**src/rtl/pci_rd_pkg.sv**
```systemverilog
package pci_rd_pkg;

  typedef enum logic [1:0] {
    ST_IDLE = 2'd0,
    ST_REQ  = 2'd1,
    ST_ADDR = 2'd2,
    ST_DATA = 2'd3
  } rd_state_t;

  localparam logic [3:0] CMD_MEM_RD      = 4'b0110;
  localparam logic [3:0] CMD_MEM_RD_LINE = 4'b1110;
  localparam logic [3:0] CMD_MEM_RD_MULT = 4'b1100;
  localparam logic [3:0] BE_ALL_LANES    = 4'b0000;

endpackage

```
**src/rtl/rd_cmd_sel.sv**
```systemverilog
module rd_cmd_sel
  import pci_rd_pkg::*;
(
  input  logic       burst_en,
  input  logic       txbuf,
  input  logic       mult_cmd,
  output logic [3:0] cmd
);

  always_comb begin
    if (!burst_en || !txbuf)
      cmd = CMD_MEM_RD;
    else if (mult_cmd)
      cmd = CMD_MEM_RD_MULT;
    else
      cmd = CMD_MEM_RD_LINE;
  end

endmodule

```
**src/rtl/rd_beat_ctr.sv**
```systemverilog
module rd_beat_ctr #(
  parameter int CNT_W = 8
) (
  input  logic             clk,
  input  logic             rst,
  input  logic             load,
  input  logic [CNT_W-1:0] load_val,
  input  logic             dec,
  output logic [CNT_W-1:0] left,
  output logic             one_left,
  output logic             two_left
);

  always_ff @(posedge clk) begin
    if (rst)
      left <= '0;
    else if (load)
      left <= (load_val == '0) ? CNT_W'(1) : load_val;
    else if (dec)
      left <= left - CNT_W'(1);
  end

  assign one_left = (left == CNT_W'(1));
  assign two_left = (left == CNT_W'(2));

  AST_NO_UNDERFLOW: assert property (@(posedge clk) disable iff (rst)
    dec |-> (left != '0));

endmodule

```
**src/rtl/rd_devsel_wdog.sv**
```systemverilog
module rd_devsel_wdog #(
  parameter int TO = 5
) (
  input  logic clk,
  input  logic rst,
  input  logic clr,
  input  logic en,
  input  logic devsel_n,
  output logic seen,
  output logic expire
);

  localparam int CW = $clog2(TO + 1);

  logic [CW-1:0] cnt;

  always_ff @(posedge clk) begin
    if (rst || clr) begin
      cnt  <= '0;
      seen <= 1'b0;
    end else if (en) begin
      if (!devsel_n)
        seen <= 1'b1;
      else if (!seen && cnt != CW'(TO))
        cnt <= cnt + CW'(1);
    end
  end

  assign expire = en && !seen && devsel_n && (cnt == CW'(TO - 1));

  AST_CLAIM_STICKY: assert property (@(posedge clk) disable iff (rst)
    (en && seen && !clr) |=> seen);

endmodule

```
**src/rtl/pci_rd_master.sv**
```systemverilog
module pci_rd_master
  import pci_rd_pkg::*;
#(
  parameter int AD_W      = 32,
  parameter int CNT_W     = 8,
  parameter int DEVSEL_TO = 5
) (
  input  logic             clk,
  input  logic             rst,
  input  logic             req_valid,
  output logic             req_ready,
  input  logic [AD_W-1:0]  req_addr,
  input  logic [CNT_W-1:0] req_dwords,
  input  logic             req_txbuf,
  input  logic             cfg_burst_en,
  input  logic             cfg_mult_cmd,
  input  logic             cfg_hold_req,
  output logic [AD_W-1:0]  rd_data,
  output logic             rd_valid,
  output logic             rd_done,
  output logic             rd_err,
  output logic             bus_req_n,
  input  logic             bus_gnt_n,
  output logic             frame_n,
  output logic             irdy_n,
  input  logic             trdy_n,
  input  logic             devsel_n,
  output logic [AD_W-1:0]  ad_o,
  output logic             ad_oe,
  input  logic [AD_W-1:0]  ad_i,
  output logic [3:0]       cbe_n,
  output logic             ctl_oe
);

  localparam logic [AD_W-1:0] ALIGN_MASK = ~AD_W'(3);

  rd_state_t        state;
  logic [AD_W-1:0]  lat_addr;
  logic             lat_txbuf, lat_burst, lat_mult, lat_hold;
  logic [3:0]       bus_cmd;
  logic [CNT_W-1:0] beats_left;
  logic             one_left, two_left;
  logic             xfer, claim_seen, expire;
  logic             accept;

  assign req_ready = (state == ST_IDLE);
  assign accept    = req_ready && req_valid;
  assign xfer      = (state == ST_DATA) && !irdy_n && !trdy_n;

  rd_cmd_sel u_cmd (
    .burst_en (lat_burst),
    .txbuf    (lat_txbuf),
    .mult_cmd (lat_mult),
    .cmd      (bus_cmd)
  );

  rd_beat_ctr #(.CNT_W(CNT_W)) u_beats (
    .clk      (clk),
    .rst      (rst),
    .load     (accept),
    .load_val (cfg_burst_en ? req_dwords : CNT_W'(1)),
    .dec      (xfer),
    .left     (beats_left),
    .one_left (one_left),
    .two_left (two_left)
  );

  rd_devsel_wdog #(.TO(DEVSEL_TO)) u_wdog (
    .clk      (clk),
    .rst      (rst),
    .clr      (state == ST_ADDR),
    .en       (state == ST_DATA),
    .devsel_n (devsel_n),
    .seen     (claim_seen),
    .expire   (expire)
  );

  always_ff @(posedge clk) begin
    if (rst) begin
      state     <= ST_IDLE;
      lat_addr  <= '0;
      lat_txbuf <= 1'b0;
      lat_burst <= 1'b0;
      lat_mult  <= 1'b0;
      lat_hold  <= 1'b0;
      bus_req_n <= 1'b1;
      frame_n   <= 1'b1;
      irdy_n    <= 1'b1;
      ad_o      <= '0;
      ad_oe     <= 1'b0;
      cbe_n     <= 4'hF;
      ctl_oe    <= 1'b0;
      rd_data   <= '0;
      rd_valid  <= 1'b0;
      rd_done   <= 1'b0;
      rd_err    <= 1'b0;
    end else begin
      rd_valid <= 1'b0;
      rd_done  <= 1'b0;
      rd_err   <= 1'b0;
      unique case (state)
        ST_IDLE: if (req_valid) begin
          lat_addr  <= req_addr;
          lat_txbuf <= req_txbuf;
          lat_burst <= cfg_burst_en;
          lat_mult  <= cfg_mult_cmd;
          lat_hold  <= cfg_hold_req;
          bus_req_n <= 1'b0;
          state     <= ST_REQ;
        end
        ST_REQ: if (!bus_gnt_n) begin
          frame_n <= 1'b0;
          ctl_oe  <= 1'b1;
          ad_oe   <= 1'b1;
          ad_o    <= lat_addr & ALIGN_MASK;
          cbe_n   <= bus_cmd;
          if (!lat_hold) bus_req_n <= 1'b1;
          state   <= ST_ADDR;
        end
        ST_ADDR: begin
          irdy_n  <= 1'b0;
          cbe_n   <= BE_ALL_LANES;
          ad_oe   <= 1'b0;
          frame_n <= one_left;
          state   <= ST_DATA;
        end
        ST_DATA: begin
          if (xfer) begin
            rd_valid <= 1'b1;
            rd_data  <= ad_i;
            if (one_left) begin
              irdy_n    <= 1'b1;
              ctl_oe    <= 1'b0;
              bus_req_n <= 1'b1;
              rd_done   <= 1'b1;
              state     <= ST_IDLE;
            end else if (two_left) begin
              frame_n <= 1'b1;
            end
          end else if (expire) begin
            frame_n   <= 1'b1;
            irdy_n    <= 1'b1;
            ctl_oe    <= 1'b0;
            bus_req_n <= 1'b1;
            rd_err    <= 1'b1;
            state     <= ST_IDLE;
          end
        end
        default: state <= ST_IDLE;
      endcase
    end
  end

  AST_ADDR_ALIGNED: assert property (@(posedge clk) disable iff (rst)
    $fell(frame_n) |-> (ad_oe && ad_o[1:0] == 2'b00));
  AST_CMD_LEGAL: assert property (@(posedge clk) disable iff (rst)
    $fell(frame_n) |-> (cbe_n == CMD_MEM_RD || cbe_n == CMD_MEM_RD_LINE
                        || cbe_n == CMD_MEM_RD_MULT));
  AST_IRDY_NO_WAIT: assert property (@(posedge clk) disable iff (rst)
    $fell(frame_n) |=> !irdy_n);
  AST_DATA_LANES: assert property (@(posedge clk) disable iff (rst)
    !irdy_n |-> (cbe_n == BE_ALL_LANES));
  AST_FINAL_PHASE: assert property (@(posedge clk) disable iff (rst)
    (!irdy_n && frame_n) |-> one_left);
  AST_REQ_DROP: assert property (@(posedge clk) disable iff (rst)
    ($fell(frame_n) && !lat_hold) |-> bus_req_n);
  AST_ERR_NO_DATA: assert property (@(posedge clk) disable iff (rst)
    rd_err |-> (!rd_valid && claim_seen == 1'b0));

endmodule

```
**config.mk**
```make
export PLATFORM = sky130hd
export DESIGN_NAME = pci_rd_master
export DESIGN_NICKNAME = d
export VERILOG_FILES = /design/src/rtl/pci_rd_pkg.sv /design/src/rtl/rd_cmd_sel.sv /design/src/rtl/rd_beat_ctr.sv /design/src/rtl/rd_devsel_wdog.sv /design/src/rtl/pci_rd_master.sv
export SDC_FILE = /design/constraint.sdc
export NUM_CORES = 1
export LEC_CHECK = 0
export ABC_AREA = 1
export BUFFER_PORTS_ARGS = -buffer_cell sky130_fd_sc_hd__buf_2
export CORE_MARGIN = 2
export CORE_UTILIZATION = 54
export DETAILED_ROUTE_END_ITERATION = 12
export PLACE_DENSITY = 0.84
export SLEW_MARGIN = 15
export SYNTH_ARGS = -nofsm -noshare
export SYNTH_HDL_FRONTEND = slang
export SYNTH_SLANG_ARGS = --single-unit
```
**constraint.sdc**
```tcl
create_clock -name clk -period 2.5 [get_ports clk]
set_clock_uncertainty 0.05 [all_clocks]
set_input_delay 0.375 -clock clk [delete_from_list [all_inputs] [get_ports clk]]
set_output_delay 0.375 -clock clk [all_outputs]
set_load 0.01 [all_outputs]
```
Yosys cells after proc, flatten, opt, wreduce, memory -nomap -nowiden --
Index checks and enable logic that the tools add are counted.
Storage, ports and cells: register bits 124, input port bits 82, output and inout bits 77, logic and storage cells 112
Operators by class: add/sub/neg operators 2, equality and inequality tests 14, muxes and demuxes 36, bitwise gates (word level) 4, reduce and logical (&&, ||, !) cells 36
Operators by type and width (number):
- $mux W8 | 4
- $mux W1 | 17
- $ne A3 B3 Y1 const B | 5
- $mux W2 | 6
- $reduce_and A2 Y1 | 5
- $eq A8 B1 Y1 const B | 1
- $eq A8 B2 Y1 const B | 1
- $logic_not A8 Y1 | 1
- $mux W4 | 2
- $pmux W2 S4 | 1
- $pmux W4 S2 | 1
- $reduce_and A4 Y1 | 2
- $reduce_bool A2 Y1 | 4
- $sub A8 B1 Y8 const B | 1
- $logic_and A1 B1 Y1 | 7
- $ne A2 B2 Y1 const B | 3
- $pmux W1 S2 | 3
- $pmux W1 S3 | 2
- $reduce_and A3 Y1 | 2
- $reduce_and A6 Y1 | 1
- $reduce_bool A3 Y1 | 2
- $reduce_or A3 Y1 | 2
- $logic_not A1 Y1 | 5
- $reduce_and A5 Y1 | 1
- other kinds (8) | 13

Depth between registers and ports, before layout --
depth after elaboration 7, depth in mapped cells 10, depth with buffers taken out 10

Cells and area by module --
A second synthesis with hierarchy kept.
Unflattened totals: cells, all modules 672, area total of the unflattened synthesis 4994.8 um2
By module, submodules not included:
- pci_rd_master | times used 1, cells each 542, area an instance 4108.9 um2, seq. area each 2202.1 um2
- rd_beat_ctr | times used 1, cells each 89, area an instance 604.3 um2, seq. area each 160.2 um2
- rd_devsel_wdog | times used 1, cells each 34, area an instance 246.5 um2, seq. area each 80.1 um2
- rd_cmd_sel | times used 1, cells each 7, area an instance 35.0 um2, seq. area each 0.0 um2

Worst setup path after synthesis --
OpenSTA, ideal clock, no wires.
path type register to register, start point register state[1], end point register frame_n, setup time 120 ps, arrival time 1309 ps, slack 1021 ps, cell stages (with the launch flop) 10, buffers on the path 0, cell sequence dfxtp_1 > inv_1 > ha_1 > nand2_1 > inv_1 > or2_2 > a21oi_1 > nand2_1 > nand2_1 > nand3_1
On the way: cells in the longest elaborated chain, start to end 6, elaborated cells on any way between the ends 16, those cells by class eq/ne: 7; mux: 2; reduce/logical: 7
RTL lines:
- start: declaration | RTL line pci_rd_master.sv:37 | rd_state_t state;
- start signal: assignment | RTL line pci_rd_master.sv:80 | state <= ST_IDLE;
- start signal: assignment | RTL line pci_rd_master.sv:109 | state <= ST_REQ;
- start signal: assignment | RTL line pci_rd_master.sv:118 | state <= ST_ADDR;
- $eq A2 B2 Y1 | RTL line pci_rd_master.sv:48, pci_rd_master.sv:72, pci_rd_master.sv:101
- $logic_and A1 B1 Y1 (3 in a row) | RTL line rd_devsel_wdog.sv:29 | assign expire = en && !seen && devsel_n && (cnt == CW'(TO - 1));
- $ne A3 B3 Y1 (no source line)
- $reduce_and A5 Y1 (no source line)
- end signal: assignment | RTL line pci_rd_master.sv:124 | frame_n <= one_left;
- end: declaration | RTL line pci_rd_master.sv:24 | output logic frame_n,
Parallel ways exist; a longest one is shown, timed or not. A chain may end at the register's enable or synchronous reset.

Final worst setup path --
start point register state[0], end point register lat_addr[28]
On the way: cells in the longest elaborated chain, start to end 2
RTL lines:
- $logic_not A2 Y1 | RTL line pci_rd_master.sv:101 | unique case (state)
- $reduce_and A2 Y1 (no source line)
- end signal: assignment | RTL line pci_rd_master.sv:103 | lat_addr <= req_addr;
- end: declaration | RTL line pci_rd_master.sv:38 | logic [AD_W-1:0] lat_addr;
No other way between the ends.

==> flow_metrics.tcl <==
set metrics [dict create \
    worst_pin_slew_ns 0.667 \
    slew_violations 0 \
    worst_skew_pair.late_latency_ns 0.50 \
    timing.final.crit_share 0.782 \
    criticalPathCategory "reg2reg" \
    synth_top_area_cell "dfxtp_1" \
    cts_buffers 17 \
    ios 159 \
    dr.pass1.iters 5 \
    switchingPower_mw 2.32 \
    path_max_fanout 22 \
    vias 4708 \
    root_buffer "clkbuf_8" \
    met3_usage 0.0936 \
    grt_busiest_layer "met2" \
    finalSetupViolCount 0 \
    clock_sinks 122 \
    ys.flop_type "dfxtp_1" \
    dieWidth_um 98.6 \
    synth_edf_count 0 \
    yosysSeqAreaShare 0.505 \
    power.share.clock 0.367 \
    cp_common_cell "nor2_1" \
    crit_chain "inv_1 > ha_1 > nand2_2 > inv_2 > buf_4 > nor2_1 > nor2_1" \
    fin_crit_ns 1.95 \
    antenna_found_initial 0 \
    power_density_nw_per_um2 1120 \
    post_cts_buffers 0 \
    grt_max_degree 80 \
    n_antenna_cell 0 \
    yosysWarnings 0 \
    ctsResizeCount 0 \
    grt.total_usage 0.249 \
    synth_top_area_share 0.505 \
    ys_types 30 \
    io_buffers 154 \
    multi_input_area_um2 2110 \
    min_path_type "in2reg" \
    status "completed" \
    cap_viol_max_count 0 \
    fmax_mhz 512 \
    drc_errors 0 \
    row_count 34 \
    wirelength_um 12100 \
    hold_viol 0 \
    postSynthCellCount 643 \
    dp_hpwl_um 8130 \
    synth.area.top_cells "dfxtp_1 (51%), nor2_1 (12%), nand2_1 (8.9%)" \
    mappedNetlistArea_um2 4830 \
    drive_gt1_frac 0.262 \
    ys_ff_latch 122 \
    final_nets 882 \
    vias_per_cell 5.17 \
    sw_frac_of_total 0.331 \
    die-height_um 98.6 \
    grtUsageMet1 0.284 \
    core_area_um2 8680 \
    synth_area_per_cell_um2 7.51 \
    crit_family "buffers and inverters" \
    cp.arrival_ns 2.34 \
    clk_pin_slew_ns 0.06 \
    path_buf_inv 3 \
    globalRouteMet2Util 0.433 \
    hold_ws_ns 0.0616 \
    drtAntennaViolNets 0 \
    die_area_um2 9720 \
    pwr-share-seq 0.364 \
    regArea_um2 2440 \
    fillers 670 \
    startpoint_type "flop" \
    total_power_mw 7.00 \
    gp_congestion 0.860 \
    cpMaxStageDelayCell "inv_2" \
    p_int_mw 4.69 \
    ir_drop_v 0.000591 \
    relSlewSlack 0.555 \
    synthArstFlopShare 0 \
    grt_pass1_vias 4467 \
    endpoint_kind "flop" \
    syn2layout_area_growth_pct 29.6 \
    grt_pass1_wl_um 19900 \
    htree_levels 4 \
    cts_tree "yes" \
    max_stage_delay_ns 0.39 \
    rsz0062_at_grt "false" \
    required_ns 2.89 \
    combinationalPowerShare 0.269 \
    leakage_nw 3.03 \
    ctsHoldBuffers 0 \
    drtIter0Drc 224 \
    wl_per_cell_um 13.3 \
    initial_core_util 0.557 \
    overflow 0 \
    clk_path_buf_depth 2 \
    tns_ns 0 \
]
-- stage by stage --
| step | area (µm²) | util | setup slack [ns] | instances |
|---|---|---|---|---|
| floorplan | 4840 | - | 1.02 | 644 |
| global placement | 5630 | 0.649 | 0.648 | 879 |
| detailed placement | 5630 | 0.649 | 0.563 | 879 |
| CTS | 6260 | 0.722 | 0.541 | 911 |
| global route | 6260 | 0.722 | 0.345 | 911 |
| finish | 6260 | 0.722 | 0.545 | 911 |
-- metal layers --
layer	up-vias	routed length, µm	part of all wire
li1	2350	-	-
met1	2140	4980	0.41
met2	198	5960	0.49
met3	20	1060	0.087
met4	0	148	0.012
met5	-	0	0
-- worst reg2reg max path: stages, from the launching register on --
cell	delay (ns)
dfxtp_1	0.33
inv_1	0.11
ha_1	0.28
nand2_2	0.25
inv_2	0.40
buf_4	0.30
nor2_1	0.07
nor2_1	0.11
-- cells by family (layout without fill, tap and decap cells) --
family	count (synthesis)	after routing	synth area share
flip-flops	122	122	0.505
buffers and inverters	68	227	0.0596
adder cells (fa/ha/maj)	10	10	0.0259
AND/OR/NAND/NOR	311	311	0.267
XOR/XNOR	1	1	0.00181
AO/OA/AOI/OAI	130	130	0.139
other	1	2	0.000776
-- placed cells by master, fill, tap and decap left out, types with 2 or more instances in the layout --
master / instances
nor4_1: 2
nand4_1: 4
nand2_2: 3
o21ai_0: 75
or2_2: 2
buf_2: 154
clkbuf_8: 3
nand2_1: 114
ha_1: 10
inv_6: 3
nor2_2: 2
nor2_4: 2
clkinv_4: 3
nand3_2: 2
inv_2: 2
bufinv_16: 4
nor3_1: 2
nor2_1: 152
nand2_4: 2
dfxtp_1: 122
nand3b_1: 2
nand3_1: 21
inv_1: 32
buf_4: 7
conb_1: 2
clkbuf_16: 16
a21oi_1: 50
-- synthesized netlist by cell type, drive strengths merged (2+ instances only) --
master and number:
nand3 24, nor2 156, nor4 2, clkbuf 22
nor3 2, buf 12, or2 2, o21ai 76
nand3b 2, dfxtp 122, ha 10, nand4 4
nand2 119, inv 34, a21oi 51
-- area by class of cell --
type / count / share of cell area
timing repair buffer: 161 / 0.131
sequential: 122 / 0.390
clock buffer: 20 / 0.0711
inverter: 34 / 0.0204
multi-input combinational: 454 / 0.336
tap: 108 / 0.0216
clock inverter: 12 / 0.0296
-- registers in the layout, summed over array words and instances (netlist names), 2 cells and up --
| name | flops |
|---|---|
| rd_data | 32 |
| ad_o | 30 |
| lat_addr | 30 |
| u_beats.left | 8 |
| cbe_n | 4 |
| u_wdog.cnt | 3 |
| state | 2 |
-- power groups by stage --
stage / combinational, mW / clock [mW] / sequential [mW]
after global placement: 1.78 / 0 / 2.56
after CTS: 1.88 / 2.61 / 2.55
after floorplan: 1.23 / 0 / 2.63
after global routing: 2.16 / 2.69 / 2.59
after detailed placement: 1.85 / 0 / 2.58
final: 1.88 / 2.57 / 2.55
-- final timing paths --
kind / start / endpoint / slack [ns] / cells after the start
worst max-delay path: state[0]$_SDFFE_PP0P_ / lat_addr[28]$_SDFFE_PP0P_ / 0.55 / 7
worst min-delay path: ad_i[12] / rd_data[12]$_SDFFE_PP0N_ / 0.06 / 3
worst max register to register: state[0]$_SDFFE_PP0P_ / lat_addr[28]$_SDFFE_PP0P_ / 0.55 / 7
worst min register to register: cbe_n[0]$_SDFFE_PP1P_ / cbe_n[0]$_SDFFE_PP1P_ / 0.39 / 2
No activity file was read; power rests on OpenSTA's default activity.
